$ cat src/rtl/fifo_cfg_pkg.sv
package fifo_cfg_pkg;

   typedef enum logic [1:0] {
      SZ_X1 = 2'd0,
      SZ_X2 = 2'd1,
      SZ_X4 = 2'd2,
      SZ_X8 = 2'd3
   } size_code_e;

   typedef struct packed {
      logic [1:0] group;
      logic [1:0] size;
   } mode_t;

   // Row-zero threshold for each capacity column; other groups shift it left.
   function automatic logic [3:0] trig_base(input logic [1:0] size);
      logic [3:0] b;
      case (size)
         2'd0:    b = 4'd1;
         2'd1:    b = 4'd4;
         2'd2:    b = 4'd8;
         default: b = 4'd14;
      endcase
      return b;
   endfunction

endpackage

$ cat src/rtl/fifo_mode_reg.sv
module fifo_mode_reg
   import fifo_cfg_pkg::*;
(
   input  logic       clk,
   input  logic       rst_n,
   input  logic       cfg_we,
   input  logic [1:0] wr_size,
   input  logic [1:0] wr_group,
   output mode_t      mode,
   output logic       flush
);

   mode_t mode_q;

   // A new capacity invalidates the pointers, so it empties the queue.
   assign flush = cfg_we && (wr_size != mode_q.size);
   assign mode  = mode_q;

   always_ff @(posedge clk or negedge rst_n) begin
      if (!rst_n) begin
         mode_q.size  <= SZ_X1;
         mode_q.group <= 2'd0;
      end else if (cfg_we) begin
         mode_q.size  <= wr_size;
         mode_q.group <= wr_group;
      end
   end

endmodule

$ cat src/rtl/fifo_ptr_ctrl.sv
module fifo_ptr_ctrl #(
   parameter int MIN_DEPTH = 16,
   localparam int MAX_DEPTH = MIN_DEPTH * 8,
   localparam int PTR_W = $clog2(MAX_DEPTH),
   localparam int CNT_W = PTR_W + 1
) (
   input  logic             clk,
   input  logic             rst_n,
   input  logic             flush,
   input  logic [1:0]       size,
   input  logic             push,
   input  logic             pop,
   output logic             wr_en,
   output logic [PTR_W-1:0] wr_ptr,
   output logic [PTR_W-1:0] rd_ptr,
   output logic [CNT_W-1:0] level,
   output logic             full,
   output logic             empty,
   output logic             overrun,
   output logic             underrun
);

   logic [CNT_W-1:0] depth;
   logic [CNT_W-1:0] wrap_mask;
   logic [PTR_W-1:0] wr_nxt;
   logic [PTR_W-1:0] rd_nxt;
   logic [CNT_W-1:0] lvl_nxt;
   logic             do_push;
   logic             do_pop;

   assign depth     = CNT_W'(MIN_DEPTH) << size;
   assign wrap_mask = depth - CNT_W'(1);

   assign full  = (level == depth);
   assign empty = (level == '0);

   // Decisions use the state at the start of the cycle.
   assign do_push = push && !full;
   assign do_pop  = pop && !empty;
   assign wr_en   = do_push && !flush;

   // Pointers wrap at the programmed capacity, not the physical one.
   assign wr_nxt = PTR_W'(({1'b0, wr_ptr} + CNT_W'(1)) & wrap_mask);
   assign rd_nxt = PTR_W'(({1'b0, rd_ptr} + CNT_W'(1)) & wrap_mask);

   always_comb begin
      lvl_nxt = level;
      if (do_push) lvl_nxt = lvl_nxt + CNT_W'(1);
      if (do_pop)  lvl_nxt = lvl_nxt - CNT_W'(1);
   end

   always_ff @(posedge clk or negedge rst_n) begin
      if (!rst_n) begin
         wr_ptr   <= '0;
         rd_ptr   <= '0;
         level    <= '0;
         overrun  <= 1'b0;
         underrun <= 1'b0;
      end else if (flush) begin
         wr_ptr   <= '0;
         rd_ptr   <= '0;
         level    <= '0;
         overrun  <= 1'b0;
         underrun <= 1'b0;
      end else begin
         if (do_push) wr_ptr <= wr_nxt;
         if (do_pop)  rd_ptr <= rd_nxt;
         level <= lvl_nxt;
         if (push && full)  overrun  <= 1'b1;
         if (pop && empty)  underrun <= 1'b1;
      end
   end

endmodule

$ cat src/rtl/fifo_byte_store.sv
module fifo_byte_store #(
   parameter int DATA_W = 8,
   parameter int DEPTH  = 128,
   localparam int ADDR_W = $clog2(DEPTH)
) (
   input  logic              clk,
   input  logic              wr_en,
   input  logic [ADDR_W-1:0] wr_addr,
   input  logic [DATA_W-1:0] wr_data,
   input  logic [ADDR_W-1:0] rd_addr,
   output logic [DATA_W-1:0] rd_data
);

   logic [DATA_W-1:0] mem [DEPTH];

   always_ff @(posedge clk) begin
      if (wr_en) mem[wr_addr] <= wr_data;
   end

   // Fall-through read: the head entry is visible without a pop.
   assign rd_data = mem[rd_addr];

endmodule

$ cat src/rtl/fifo_trig_lookup.sv
module fifo_trig_lookup
   import fifo_cfg_pkg::*;
#(
   parameter int CNT_W    = 8,
   parameter int THR_IMPL = 0
) (
   input  logic [1:0]       size,
   input  logic [1:0]       group,
   input  logic [CNT_W-1:0] level,
   output logic [CNT_W-1:0] thr,
   output logic             trigger
);

   generate
      if (THR_IMPL == 0) begin : g_shift
         // Group scales the base value by a power of two.
         assign thr = CNT_W'(trig_base(size)) << group;
      end else begin : g_table
         logic [CNT_W-1:0] tbl;
         always_comb begin
            case ({group, size})
               4'h0:    tbl = CNT_W'(1);
               4'h1:    tbl = CNT_W'(4);
               4'h2:    tbl = CNT_W'(8);
               4'h3:    tbl = CNT_W'(14);
               4'h4:    tbl = CNT_W'(2);
               4'h5:    tbl = CNT_W'(8);
               4'h6:    tbl = CNT_W'(16);
               4'h7:    tbl = CNT_W'(28);
               4'h8:    tbl = CNT_W'(4);
               4'h9:    tbl = CNT_W'(16);
               4'hA:    tbl = CNT_W'(32);
               4'hB:    tbl = CNT_W'(56);
               4'hC:    tbl = CNT_W'(8);
               4'hD:    tbl = CNT_W'(32);
               4'hE:    tbl = CNT_W'(64);
               default: tbl = CNT_W'(112);
            endcase
         end
         assign thr = tbl;
      end
   endgenerate

   assign trigger = (level >= thr);

endmodule

$ cat src/rtl/scalable_byte_fifo.sv
module scalable_byte_fifo
   import fifo_cfg_pkg::*;
#(
   parameter int DATA_W    = 8,
   parameter int MIN_DEPTH = 16,
   parameter int THR_IMPL  = 0,
   localparam int MAX_DEPTH = MIN_DEPTH * 8,
   localparam int PTR_W     = $clog2(MAX_DEPTH),
   localparam int CNT_W     = PTR_W + 1
) (
   input  logic              clk,
   input  logic              rst_n,
   input  logic              cfg_we,
   input  logic [7:0]        cfg_wdata,
   output logic [7:0]        cfg_rdata,
   input  logic              push,
   input  logic [DATA_W-1:0] push_data,
   input  logic              pop,
   output logic [DATA_W-1:0] pop_data,
   output logic              full,
   output logic              empty,
   output logic [CNT_W-1:0]  level,
   output logic              trigger,
   output logic              overrun,
   output logic              underrun
);

   generate
      if (MIN_DEPTH < 16 || (MIN_DEPTH & (MIN_DEPTH - 1)) != 0) begin : g_bad_depth
         $error("MIN_DEPTH must be a power of two of at least 16");
      end
      if (DATA_W < 1) begin : g_bad_width
         $error("DATA_W must be at least 1");
      end
      if (THR_IMPL != 0 && THR_IMPL != 1) begin : g_bad_impl
         $error("THR_IMPL must be 0 (shift) or 1 (table)");
      end
   endgenerate

   mode_t            mode;
   logic             flush;
   logic             wr_en;
   logic [PTR_W-1:0] wr_ptr;
   logic [PTR_W-1:0] rd_ptr;
   logic [CNT_W-1:0] thr;
   logic             unused_cfg_bits;

   assign unused_cfg_bits = ^{cfg_wdata[7:6], cfg_wdata[3:2], thr};

   fifo_mode_reg u_mode (
      .clk      (clk),
      .rst_n    (rst_n),
      .cfg_we   (cfg_we),
      .wr_size  (cfg_wdata[1:0]),
      .wr_group (cfg_wdata[5:4]),
      .mode     (mode),
      .flush    (flush)
   );

   assign cfg_rdata = {2'b00, mode.group, 2'b00, mode.size};

   fifo_ptr_ctrl #(.MIN_DEPTH(MIN_DEPTH)) u_ptr (
      .clk      (clk),
      .rst_n    (rst_n),
      .flush    (flush),
      .size     (mode.size),
      .push     (push),
      .pop      (pop),
      .wr_en    (wr_en),
      .wr_ptr   (wr_ptr),
      .rd_ptr   (rd_ptr),
      .level    (level),
      .full     (full),
      .empty    (empty),
      .overrun  (overrun),
      .underrun (underrun)
   );

   fifo_byte_store #(.DATA_W(DATA_W), .DEPTH(MAX_DEPTH)) u_store (
      .clk     (clk),
      .wr_en   (wr_en),
      .wr_addr (wr_ptr),
      .wr_data (push_data),
      .rd_addr (rd_ptr),
      .rd_data (pop_data)
   );

   fifo_trig_lookup #(.CNT_W(CNT_W), .THR_IMPL(THR_IMPL)) u_trig (
      .size    (mode.size),
      .group   (mode.group),
      .level   (level),
      .thr     (thr),
      .trigger (trigger)
   );

endmodule

$ cat config.mk
export PLATFORM = sky130hd
export DESIGN_NAME = scalable_byte_fifo
export DESIGN_NICKNAME = d
export VERILOG_FILES = /design/src/rtl/fifo_cfg_pkg.sv /design/src/rtl/fifo_mode_reg.sv /design/src/rtl/fifo_ptr_ctrl.sv /design/src/rtl/fifo_byte_store.sv /design/src/rtl/fifo_trig_lookup.sv /design/src/rtl/scalable_byte_fifo.sv
export SDC_FILE = /design/constraint.sdc
export NUM_CORES = 1
export LEC_CHECK = 0
export BUFFER_PORTS_ARGS = -buffer_cell sky130_fd_sc_hd__buf_4
export CAP_MARGIN = 20
export CORE_MARGIN = 4
export CORE_UTILIZATION = 30
export DETAILED_ROUTE_END_ITERATION = 8
export GPL_ROUTABILITY_DRIVEN = 0
export SLEW_MARGIN = 10
export SYNTH_ARGS = -nofsm -noshare
export SYNTH_HDL_FRONTEND = slang
export SYNTH_HIERARCHICAL = 1
export SYNTH_SLANG_ARGS = --single-unit
$ cat constraint.sdc
create_clock -name clk -period 4.3 [get_ports clk]
set_clock_uncertainty 0.2 [all_clocks]
set_input_delay 0.215 -clock clk [delete_from_list [all_inputs] [get_ports clk]]
set_output_delay 0.215 -clock clk [all_outputs]
set_load 0.03 [all_outputs]
# Word level (Yosys, flattened, before mapping)
# Memories as Yosys holds them, arrays and structs flattened.
# Cells that the tools add are included.
# Widths: inputs -> output; s select.
[op_classes] addsub=5 eq_ne=4 n_lt_le_gt_ge=1 shifts=2 n_reduce_logical=15 bitwise_logic=2 n_mux=14
[op_table] cell="$mux 7" count=4
[op_table] cell="$mux 8" count=3
[op_table] cell="$add 7x1->7 const B" count=2
[op_table] cell="$and 7x7->7" count=2
[op_table] cell="$pmux 4 s3" count=1
[op_table] cell="$add 8x1->8 const B" count=1
[op_table] cell="$eq 8x8->1" count=1
[op_table] cell="$ge 8x8->1" count=1
[op_table] cell="$logic_not 8->1" count=1
[op_table] cell="$reduce_bool 2->1" count=4
[op_table] cell="$shl 4x2->8" count=1
[op_table] cell="$shl 5x2->8 const A" count=1
[op_table] cell="$sub 8x1->8 const B" count=1
[op_table] cell="$sub 7x1->7 const B" count=1
[op_table] cell="$logic_and 1x1->1" count=6
[op_table] cell="$mux 1" count=6
[op_table] cell="$logic_not 1->1" count=3
[op_table] cell="$eq 2x1->1 const B" count=1
[op_table] cell="$eq 2x2->1 const B" count=1
[op_table] cell="$logic_not 2->1" count=1
[op_table] cell="$ne 2x2->1" count=1
[totals] output_inout_bits=29 word_cells=51 ram_bits=1024 input_bits=21 reg_bits=28 memories=1
[memory_table] name="u_store.mem" depth=128 word_bits=8 read_ports=1 rd_clocked_by_memory_dff=0 wr=1 line_no="fifo_byte_store.sv:14" rtl="logic [DATA_W-1:0] mem [DEPTH];"

# Longest topological paths before layout
# Gate-level depths: netlist (run 1).
[depth] ltp_word=8 mapped_depth=12 mapped_depth_nobuf=10

# Hierarchy
# Netlist (run 1), hierarchy kept.
[modules_own_cells] module="fifo_byte_store" instances=1 seq_area_each_um2=30749.5 cells_per_inst=1627 area_each_um2=39505.4
[modules_own_cells] module="fifo_ptr_ctrl" instances=1 seq_area_each_um2=600.6 cells_per_inst=198 area_each_um2=1687.9
[modules_own_cells] module="fifo_trig_lookup" instances=1 seq_area_each_um2=0.0 cells_per_inst=43 area_each_um2=304.0
[modules_own_cells] module="fifo_mode_reg" instances=1 seq_area_each_um2=100.1 cells_per_inst=11 area_each_um2=170.2
[modules_own_cells] module="scalable_byte_fifo" instances=1 seq_area_each_um2=0.0 cells_per_inst=5 area_each_um2=33.8

# Worst setup path before layout (run 1)
# Ideal clock, no wire load.
[synth_path] path_type="register to register" startpoint="register u_ptr.level[0]" endpoint="memory u_store.mem[30][0] (enable)" t_required_ns=3.730 synth_period_minus_slack_ns=3.517 stages_incl_launch_ff=13 setup_slack_ns=0.783 arrival_ns=2.946 n_path_buf=3 setup_ns=0.370 cell_sequence="dfrtp_1 inv_1 ha_1 or3b_1 a2111o_1 buf_2 nand3_1 nor2_1 clkbuf_1 nor2b_1 nand3_1 clkbuf_1 nor2_1"
[synth_between] elab_chain_len=6
[synth_rtl] item="start: declaration" line_no="fifo_ptr_ctrl.sv:16" rtl="output logic [CNT_W-1:0] level,"
[synth_rtl] item="start signal: assignment" line_no="fifo_ptr_ctrl.sv:68" rtl="level <= lvl_nxt;"
[synth_rtl] item="$eq 8x8->1" line_no="fifo_ptr_ctrl.sv:34" rtl="assign full = (level == depth);"
[synth_rtl] item="$logic_not 1->1" line_no="fifo_ptr_ctrl.sv:38" rtl="assign do_push = push && !full;"
[synth_rtl] item="$logic_and 1x1->1" line_no="fifo_ptr_ctrl.sv:38"
[synth_rtl] item="$logic_and 1x1->1" line_no="fifo_ptr_ctrl.sv:40" rtl="assign wr_en = do_push && !flush;"
[synth_rtl] item="named net wr_en" line_no="scalable_byte_fifo.sv:42" rtl="logic wr_en;"
[synth_rtl] item="$mux 1" line_no="fifo_byte_store.sv:17" rtl="if (wr_en) mem[wr_addr] <= wr_data;"
[synth_rtl] item="$mux 1 (not written as such)" line_no="fifo_byte_store.sv:17"
[synth_rtl] item="end: declaration" line_no="fifo_byte_store.sv:14"
# The timed path passes the listed nets, and every way through them passes these cells.

# Worst setup path after layout (run 1)
[layout_path] startpoint="register u_ptr.rd_ptr[0]" endpoint="output pop_data[5]"
[layout_between] elab_chain_len=1
[layout_rtl] item="start: declaration" line_no="fifo_ptr_ctrl.sv:15" rtl="output logic [PTR_W-1:0] rd_ptr,"
[layout_rtl] item="start signal: assignment" line_no="fifo_ptr_ctrl.sv:67" rtl="if (do_pop) rd_ptr <= rd_nxt;"
[layout_rtl] item="$mem_v2 128x8"
[layout_rtl] item="end: declaration" line_no="scalable_byte_fifo.sv:19" rtl="output logic [DATA_W-1:0] pop_data,"
# Every way passes these cells.

==> flow_summary.html, run 1 <==
<table>
<tr><th>Metric</th><th>Value</th></tr>
<tr><th colspan="2">Clock network</th></tr>
<tr><td>Total CTS buffers</td><td>105</td></tr>
<tr><td>Clock latency at the later pin of the worst-skew pair</td><td>approximately 0.66 ns</td></tr>
<tr><td>Root buffer cell</td><td>clkbuf_16</td></tr>
<tr><td>CTS HTree Levels</td><td>3</td></tr>
<tr><td>TritonCTS clock tree</td><td>yes</td></tr>
<tr><td>Maximum number of buffers from clock root to sink</td><td>3</td></tr>
<tr><td>Clock Pin Slew Worst Setup and Hold Paths</td><td>0.06 ns</td></tr>
<tr><td>Clock sink count</td><td>1052</td></tr>
<tr><th colspan="2">Global routing</th></tr>
<tr><td>Via count of the first global-routing pass</td><td>just over 20000</td></tr>
<tr><td>Met3 usage</td><td>roughly 3.2%</td></tr>
<tr><td>Global-route layer with the greatest usage</td><td>met2</td></tr>
<tr><td>Wire length of the first global-routing pass</td><td>roughly 140000 µm</td></tr>
<tr><td>Met2 usage</td><td>21.6%</td></tr>
<tr><td>Remaining global-route overflow</td><td>0</td></tr>
<tr><td>Largest net degree at the start of global routing</td><td>105</td></tr>
<tr><td>Number of antenna violations at the first check in global routing</td><td>3</td></tr>
<tr><td>GRT Total Usage</td><td>13.2%</td></tr>
<tr><td>Met1 track demand over resource in global routing</td><td>~18%</td></tr>
<tr><th colspan="2">Min path</th></tr>
<tr><td>Hold path startpoint</td><td>push_data[5]</td></tr>
<tr><td>Worst Hold Class</td><td>input pin to flop</td></tr>
<tr><td>Number of cells on the worst hold path</td><td>1</td></tr>
<tr><th colspan="2">Worst setup path</th></tr>
<tr><td>Reg-to-reg setup timing slack</td><td>0.60 ns</td></tr>
<tr><td>Worst Setup End Kind</td><td>primary output</td></tr>
<tr><td>Highest fanout seen on the critical path</td><td>14</td></tr>
<tr><td>Worst setup path category</td><td>flop to primary output</td></tr>
<tr><td>Data arrival time of the critical path</td><td>3.81 ns</td></tr>
<tr><td>Endpoint required time on the critical path</td><td>3.88 ns</td></tr>
<tr><td>Kind of launch point of the worst setup path</td><td>flop</td></tr>
<tr><td>Capturing instance or port of the critical path</td><td>pop_data[5]</td></tr>
<tr><td>Startpoint of the most critical setup path</td><td>u_ptr/rd_ptr[0]$_DFFE_PN0P_</td></tr>
<tr><td>Number of cells on the worst reg-to-reg path</td><td>11</td></tr>
<tr><td>Worst reg2reg startpoint</td><td>u_ptr/level[0]$_DFF_PN0_</td></tr>
<tr><td>Worst reg2reg path endpoint</td><td>u_ptr/level[6]$_DFF_PN0_</td></tr>
<tr><th colspan="2">STA</th></tr>
<tr><td>Tcrit/Tclk final</td><td>98.2%</td></tr>
<tr><td>Final Hold Fails</td><td>0</td></tr>
<tr><td>Achievable Freq</td><td>237 MHz</td></tr>
<tr><td>Worst Slack Setup Final</td><td>about 0.078 ns</td></tr>
<tr><td>Finish-stage setup viols</td><td>0</td></tr>
<tr><td>Max Slew Vio Count</td><td>0</td></tr>
<tr><td>Normalized max-slew margin</td><td>a little under a third</td></tr>
<tr><td>Worst slew pin tran</td><td>between 1 and 1.5 ns</td></tr>
<tr><td>Unrepaired setup endpoints after global routing</td><td>yes</td></tr>
<tr><td>Minimum period implied by the final worst setup slack</td><td>4.22 ns</td></tr>
<tr><th colspan="2">Die</th></tr>
<tr><td>Placeable core region</td><td>approximately 0.14 mm²</td></tr>
<tr><td>Starting density of the core</td><td>30.3%</td></tr>
<tr><td>Total die area</td><td>0.145 mm²</td></tr>
<tr><td>Die width</td><td>between 300 and 400 µm</td></tr>
<tr><td>Floorplan row count</td><td>136</td></tr>
<tr><td>I/O pin cnt</td><td>50</td></tr>
<tr><td>Die height</td><td>381 µm</td></tr>
<tr><th colspan="2">Placed design</th></tr>
<tr><td>Post-DP HPWL</td><td>61500 µm</td></tr>
<tr><td>Post-placement worst setup slack</td><td>0.569 ns</td></tr>
<tr><td>DP Cell Count</td><td>3810</td></tr>
<tr><td>Number of port buffers</td><td>41</td></tr>
<tr><th colspan="2">Power and ir drop</th></tr>
<tr><td>Power density cells</td><td>527 mW/mm²</td></tr>
<tr><td>Worst IR drop on VDD</td><td>between 0.0003 and 0.0004 V</td></tr>
<tr><td>Leakage component of the power</td><td>15.2 nW</td></tr>
<tr><th colspan="2">Cells and area</th></tr>
<tr><td>Layout area overhead</td><td>18.5%</td></tr>
<tr><td>Number of filler instances in the final layout</td><td>12358</td></tr>
<tr><td>Leading cell types in the layout, fill and taps excluded</td><td>1024 x edfxtp_1, 336 x mux4_2, 233 x buf_4</td></tr>
<tr><td>Net total in the final layout</td><td>2192</td></tr>
<tr><td>Share of cells above drive strength 1</td><td>34.5%</td></tr>
<tr><td>Post-layout utilization of the core</td><td>between 30% and 40%</td></tr>
<tr><td>Most common library cell in the layout ignoring fill and taps</td><td>edfxtp_1</td></tr>
<tr><td>Post-layout instance count excluding filler cells</td><td>a little over 4000</td></tr>
<tr><th colspan="2">Run status</th></tr>
<tr><td>Run status</td><td>completed</td></tr>
<tr><th colspan="2">Detailed routing</th></tr>
<tr><td>Total detailed-routing wirelength</td><td>97500 µm</td></tr>
<tr><td>Detail-routed net length per standard cell</td><td>around 24 µm</td></tr>
<tr><td>DR DRC count</td><td>0</td></tr>
<tr><td>Number of antenna-violating nets in the routed design</td><td>0</td></tr>
<tr><td>Per-cell via count in the routed design</td><td>5.00</td></tr>
<tr><td>Violation count after the first detailed-route iteration</td><td>2086</td></tr>
<tr><td>First drt pass iteration count</td><td>5</td></tr>
<tr><td>Overall via count from detail_route</td><td>20210</td></tr>
<tr><th colspan="2">Synthesis</th></tr>
<tr><td>Gate count after technology mapping</td><td>1876</td></tr>
<tr><td>Post-synthesis area per instance</td><td>about 22 µm²</td></tr>
<tr><td>Total number of yosys warnings</td><td>6</td></tr>
<tr><td>Post-Syn Area</td><td>0.0417 mm²</td></tr>
<tr><th colspan="2">Run</th></tr>
<tr><td>Maximum Capacitance Violations</td><td>0</td></tr>
</table>
## through the flow
step	area (µm²)	hold WS, ns	total power, W	TNS (ns)
after floorplan	41700	-0.281	0.0153	0
after global placement	45600	-0.0217	0.0172	0
after detailed placement	45600	-0.0112	0.0173	0
after CTS	49200	0.00265	0.0262	0
after global routing	49400	0.0292	0.0271	-0.000106
final	49400	0.00152	0.0260	0
## worst max-delay path, cell delays in order, from the launching register on
cell and delay [ns]:
dfrtp_4 0.52, buf_12 0.21, bufbuf_16 0.30, mux4_2 0.52, mux4_2 0.60, mux4_2 0.49, mux2_2 0.31, buf_4 0.18
## flip-flops by register name, indices dropped and copies added, names as in the netlist
name            count
u_ptr/overrun       1
u_ptr/wr_ptr        7
u_ptr/rd_ptr        7
u_ptr/level         8
u_mode/mode         4
u_ptr/underrun      1
u_store/mem      1024
## power by group
| group | switching [W] | leakage [nW] | internal, W |
|---|---|---|---|
| logic | 0.00281 | 4.06 | 0.00291 |
| clock network | 0.00380 | 1.62 | 0.00497 |
| registers | 0.000211 | 9.57 | 0.0113 |
| total | 0.00681 | 15.2 | 0.0192 |
## final cells by class
cell class / instances / area, µm² / share of cell area [%]
Multi-Input combinational cell: 713 / 9720 / 19.7
Clock buffer: 130 / 2790 / 5.64
Timing Repair Buffer: 281 / 2600 / 5.27
Inverter: 6 / 22.5 / 0.0456
Tap cell: 1794 / 2240 / 4.55
Clock inverter: 65 / 537 / 1.09
Sequential cell: 1052 / 31500 / 63.7
Antenna cell: 1 / 2.50 / 0.00507
## what timing repair did
action                     in CTS  in global routing
setup endpoints to repair       8                  8
buffers inserted                5                 12
resized for setup               5                  1
pin swaps                       0                  0
cloned                          1                  2
hold endpoints to repair      184                 37
hold buffers                   15                  1
## worst min-delay path by stage
stage	end	slack [ns]
2_1_floorplan	u_mode/mode[0]$_DFFE_PN0P_	-0.28
3_3_place_gp	u_ptr/overrun$_DFFE_PN0P_	-0.02
3_5_place_dp	u_ptr/overrun$_DFFE_PN0P_	-0.01
4_1_cts	u_store/mem[40][5]$_DFFE_PP_	0.003
5_1_grt	u_store/mem[61][1]$_DFFE_PP_	0.03
6_report	u_store/mem[40][5]$_DFFE_PP_	0.002
## routing by layer
layer | up-vias | part of all wire (%)
li1 | 8473 | -
met1 | 10953 | 41
met2 | 641 | 49
met3 | 143 | 6.9
met4 | 0 | 2.6
met5 | - | 0
(Power assumes the default switching activity.)
==> run 2: changes to the inputs <==
- clock period: 4.3 -> 4.4 ns (I/O delays scaled with it)
==> run 2 against run 1 <==
Critical path depth grew 1. Sequential share of layout area grew 0.36 points. Sequential power is essentially flat. Combinational power shrank 3.8%. Worst setup slack gained 0.057 ns. Final cell count shrank 0.72%. Die area is the same. Power shrank 2.4%. Non-clock buffer count shrank 24. Core utilization shrank 0.20 points. Largest cell class unchanged. Critical path type unchanged. Final area shrank 0.56%.
==> flow_summary.html, run 2 (synthesis gave the netlist of run 1 again) <==
<table>
<tr><th>Metric</th><th>Value</th></tr>
<tr><th colspan="2">Placed design</th></tr>
<tr><td>Post-DP HPWL</td><td>60000 µm (-2.4%)</td></tr>
<tr><td>Cell Area, Placed</td><td>0.0453 mm² (-0.67%)</td></tr>
<tr><td>Number of port buffers</td><td>41 (unchanged)</td></tr>
<tr><th colspan="2">Detailed routing</th></tr>
<tr><td>Violation count after the first detailed-route iteration</td><td>1973 (-5.4%)</td></tr>
<tr><td>Number of antenna-violating nets in the routed design</td><td>0 (unchanged)</td></tr>
<tr><td>First drt pass iteration count</td><td>5 (unchanged)</td></tr>
<tr><td>Overall via count from detail_route</td><td>20145 (-0.32%)</td></tr>
<tr><td>Per-cell via count in the routed design</td><td>5.02 (+0.40%)</td></tr>
<tr><td>Detail-routed net length per standard cell</td><td>24.3 µm (+0.68%)</td></tr>
<tr><td>Total detailed-routing wirelength</td><td>97500 µm (about the same)</td></tr>
<tr><td>DR DRC count</td><td>0 (unchanged)</td></tr>
<tr><th colspan="2">Power and ir drop</th></tr>
<tr><td>Clock network fraction of design power</td><td>34.1% (+0.4 points)</td></tr>
<tr><td>Power density cells</td><td>518 mW/mm² (-1.9%)</td></tr>
<tr><td>P_sw</td><td>0.00670 W (-1.6%)</td></tr>
<tr><td>Internal power</td><td>0.0187 W (-2.7%)</td></tr>
<tr><td>Portion of total power attributed to sequential cells</td><td>44.3% (about the same)</td></tr>
<tr><td>Share of total power consumed by net switching</td><td>26.4% (+0.21 points)</td></tr>
<tr><td>Worst IR drop on VDD</td><td>0.000368 V (+5.1%)</td></tr>
<tr><td>Leakage component of the power</td><td>15.1 nW (-1.1%)</td></tr>
<tr><td>Relative contribution of combinational cells to total power</td><td>21.6% (-0.4 points)</td></tr>
<tr><th colspan="2">Run</th></tr>
<tr><td>Maximum Capacitance Violations</td><td>0 (unchanged)</td></tr>
<tr><th colspan="2">STA</th></tr>
<tr><td>Normalized max-slew margin</td><td>25.6% (-6.2 points)</td></tr>
<tr><td>Minimum period implied by the final worst setup slack</td><td>4.27 ns</td></tr>
<tr><td>Finish-stage setup viols</td><td>0 (unchanged)</td></tr>
<tr><td>Tcrit/Tclk final</td><td>between 90% and 100%</td></tr>
<tr><td>Worst slew pin tran</td><td>1.12 ns (+0.0933 ns)</td></tr>
<tr><td>Post-Route Setup TNS</td><td>0 ns (unchanged)</td></tr>
<tr><td>Unrepaired setup endpoints after global routing</td><td>no</td></tr>
<tr><td>Final Hold Fails</td><td>0 (unchanged)</td></tr>
<tr><td>Worst hold slack after final layout</td><td>0.0138 ns (+0.0123 ns)</td></tr>
<tr><td>Achievable Freq</td><td>234 MHz</td></tr>
<tr><td>Max Slew Vio Count</td><td>0 (unchanged)</td></tr>
<tr><th colspan="2">Min path</th></tr>
<tr><td>Number of cells on the worst hold path</td><td>1 (unchanged)</td></tr>
<tr><td>Worst Hold Class</td><td>input pin to flop</td></tr>
<tr><td>Hold path startpoint</td><td>push_data[1]</td></tr>
<tr><td>Worst-case hold path end point</td><td>u_store/mem[120][1]$_DFFE_PP_</td></tr>
<tr><th colspan="2">Cells and area</th></tr>
<tr><td>Most common library cell in the layout ignoring fill and taps</td><td>edfxtp_1</td></tr>
<tr><td>Share of cells above drive strength 1</td><td>33.9% (-0.63 points)</td></tr>
<tr><td>Number of filler instances in the final layout</td><td>12488 (+1.1%)</td></tr>
<tr><td>Final non-filler cell area</td><td>0.0491 mm² (-0.56%)</td></tr>
<tr><td>Layout area overhead</td><td>17.8%</td></tr>
<tr><td>Max reg flops</td><td>1024 (unchanged)</td></tr>
<tr><td>Leading cell types in the layout, fill and taps excluded</td><td>1024 x edfxtp_1, 336 x mux4_2, 216 x buf_4</td></tr>
<tr><td>Largest reg by FF count</td><td>u_store/mem</td></tr>
<tr><td>Biggest registers after layout</td><td>u_store/mem (1024), u_ptr/level (8)</td></tr>
<tr><td>Net total in the final layout</td><td>2168 (-1.1%)</td></tr>
<tr><th colspan="2">Worst setup path</th></tr>
<tr><td>Cell at the slowest stage of the critical path</td><td>mux4_2</td></tr>
<tr><td>Worst Setup End Kind</td><td>primary output</td></tr>
<tr><td>Sum of buffers and inverters on the critical path</td><td>4 (+1)</td></tr>
<tr><td>Number of cells on the worst reg-to-reg path</td><td>10 (-1)</td></tr>
<tr><td>Endpoint required time on the critical path</td><td>3.98 ns (+0.10 ns)</td></tr>
<tr><td>Worst path most repeated cell</td><td>mux4_2</td></tr>
<tr><td>Kind of cell with the highest combined delay on the critical path</td><td>multiplexers</td></tr>
<tr><td>Data arrival time of the critical path</td><td>3.85 ns (+0.04 ns)</td></tr>
<tr><td>Reg-to-reg setup timing slack</td><td>0.44 ns (-0.16 ns)</td></tr>
<tr><td>Worst reg2reg startpoint</td><td>u_ptr/level[0]$_DFF_PN0_</td></tr>
<tr><td>Worst reg2reg path endpoint</td><td>u_store/mem[66][6]$_DFFE_PP_</td></tr>
<tr><td>Kind of launch point of the worst setup path</td><td>flop</td></tr>
<tr><td>Delay of the slowest cell on the worst path</td><td>0.57 ns (-0.03 ns)</td></tr>
<tr><td>Highest fanout seen on the critical path</td><td>18 (+4)</td></tr>
<tr><td>Total number of cells along the worst setup path</td><td>8 (+1)</td></tr>
<tr><td>Worst setup path category</td><td>flop to primary output</td></tr>
<tr><td>Crit-path cells</td><td>buf_12 &gt; buf_16 &gt; buf_16 &gt; mux4_2 &gt; mux4_2 &gt; mux4_2 &gt; mux2_2 &gt; buf_4</td></tr>
<tr><th colspan="2">Run status</th></tr>
<tr><td>Run status</td><td>completed</td></tr>
<tr><th colspan="2">Clock network</th></tr>
<tr><td>Maximum number of buffers from clock root to sink</td><td>3 (unchanged)</td></tr>
<tr><td>TritonCTS clock tree</td><td>yes</td></tr>
<tr><td>Clock sink count</td><td>1052 (unchanged)</td></tr>
<tr><td>Clock Pin Slew Worst Setup and Hold Paths</td><td>0.06 ns (about the same)</td></tr>
<tr><td>Clock latency at the later pin of the worst-skew pair</td><td>0.67 ns (about the same)</td></tr>
<tr><td>Root buffer cell</td><td>clkbuf_16</td></tr>
<tr><td>Total CTS buffers</td><td>105 (unchanged)</td></tr>
<tr><td>CTS HTree Levels</td><td>3 (unchanged)</td></tr>
<tr><th colspan="2">Die</th></tr>
<tr><td>Die height</td><td>381 µm (unchanged)</td></tr>
<tr><td>Placeable core region</td><td>0.138 mm² (unchanged)</td></tr>
<tr><td>Floorplan row count</td><td>136 (unchanged)</td></tr>
<tr><td>Total die area</td><td>0.145 mm² (unchanged)</td></tr>
<tr><td>I/O pin cnt</td><td>50 (unchanged)</td></tr>
<tr><td>Die width</td><td>381 µm (unchanged)</td></tr>
<tr><td>Starting density of the core</td><td>30.3% (unchanged)</td></tr>
<tr><th colspan="2">Global routing</th></tr>
<tr><td>Wire length of the first global-routing pass</td><td>142000 µm (-0.45%)</td></tr>
<tr><td>Largest net degree at the start of global routing</td><td>98 (-6.7%)</td></tr>
<tr><td>Via count of the first global-routing pass</td><td>20619 (-0.66%)</td></tr>
<tr><td>Remaining global-route overflow</td><td>0 (unchanged)</td></tr>
<tr><td>GRT Total Usage</td><td>13.2% (-0.033 points)</td></tr>
<tr><td>Number of antenna violations at the first check in global routing</td><td>4 (+1)</td></tr>
</table>
[run 2: metrics by stage]
| stage | std cells | setup WS, ns | power (W) | util, % |
|---|---|---|---|---|
| after global routing | 4012 | 0.00318 | 0.0264 | 35.7 |
| after CTS | 3997 | -0.0437 | 0.0255 | 35.5 |
| after detailed placement | 3786 | 0.466 | 0.0168 | 32.9 |
| after floorplan | 1879 | 0.883 | 0.0149 | - |
| final | 4013 | 0.135 | 0.0254 | 35.7 |
| after global placement | 3786 | 0.531 | 0.0167 | 32.9 |
[run 2: how the worst max path moves through the flow]
stage | startpoint | end | slack, ns
2_1_floorplan | u_ptr/level[0]$_DFF_PN0_ | u_store/mem[30][0]$_DFFE_PP_ | 0.88
3_3_place_gp | u_ptr/rd_ptr[0]$_DFFE_PN0P_ | pop_data[3] | 0.53
3_5_place_dp | u_ptr/level[0]$_DFF_PN0_ | u_store/mem[66][3]$_DFFE_PP_ | 0.47
4_1_cts | u_ptr/rd_ptr[0]$_DFFE_PN0P_ | pop_data[3] | -0.04
5_1_grt | u_ptr/rd_ptr[0]$_DFFE_PN0P_ | pop_data[6] | 0.003
6_report | u_ptr/rd_ptr[0]$_DFFE_PN0P_ | pop_data[3] | 0.13
[run 2: power by group through the flow]
stage	Sequential, W	Combinational (W)	Clock (W)
finish	0.0113	0.00550	0.00866
global route	0.0113	0.00584	0.00932
CTS	0.0113	0.00538	0.00888
detailed placement	0.0115	0.00529	0
global placement	0.0115	0.00524	0
floorplan	0.0114	0.00351	0
[run 2: layout make-up]
type / instances / area (µm²) / area share, %
sequential: 1052 / 31500 / 64.1
multi-input combinational: 713 / 9720 / 19.8
clock buffer: 121 / 2710 / 5.52
timing repair buffer: 257 / 2300 / 4.69
tap: 1794 / 2240 / 4.57
clock inverter: 69 / 633 / 1.29
inverter: 6 / 22.5 / 0.0459
antenna: 1 / 2.50 / 0.00510
[run 2: per-layer routing]
metal	track usage, %	vias up	share of wire [%]
met4	3.74	2	2.6
met2	21.2	763	48
met1	18.1	10803	42
met5	0	-	0.014
li1	-	8429	-
met3	3.01	148	7.5
[run 2: what timing repair did]
action                                 CTS  global route
resized for setup                        0             7
buffers inserted                         3            11
gates cloned                             0             3
setup endpoints to repair                8             8
endpoints found under the hold margin  334            14
hold buffers                            18             1
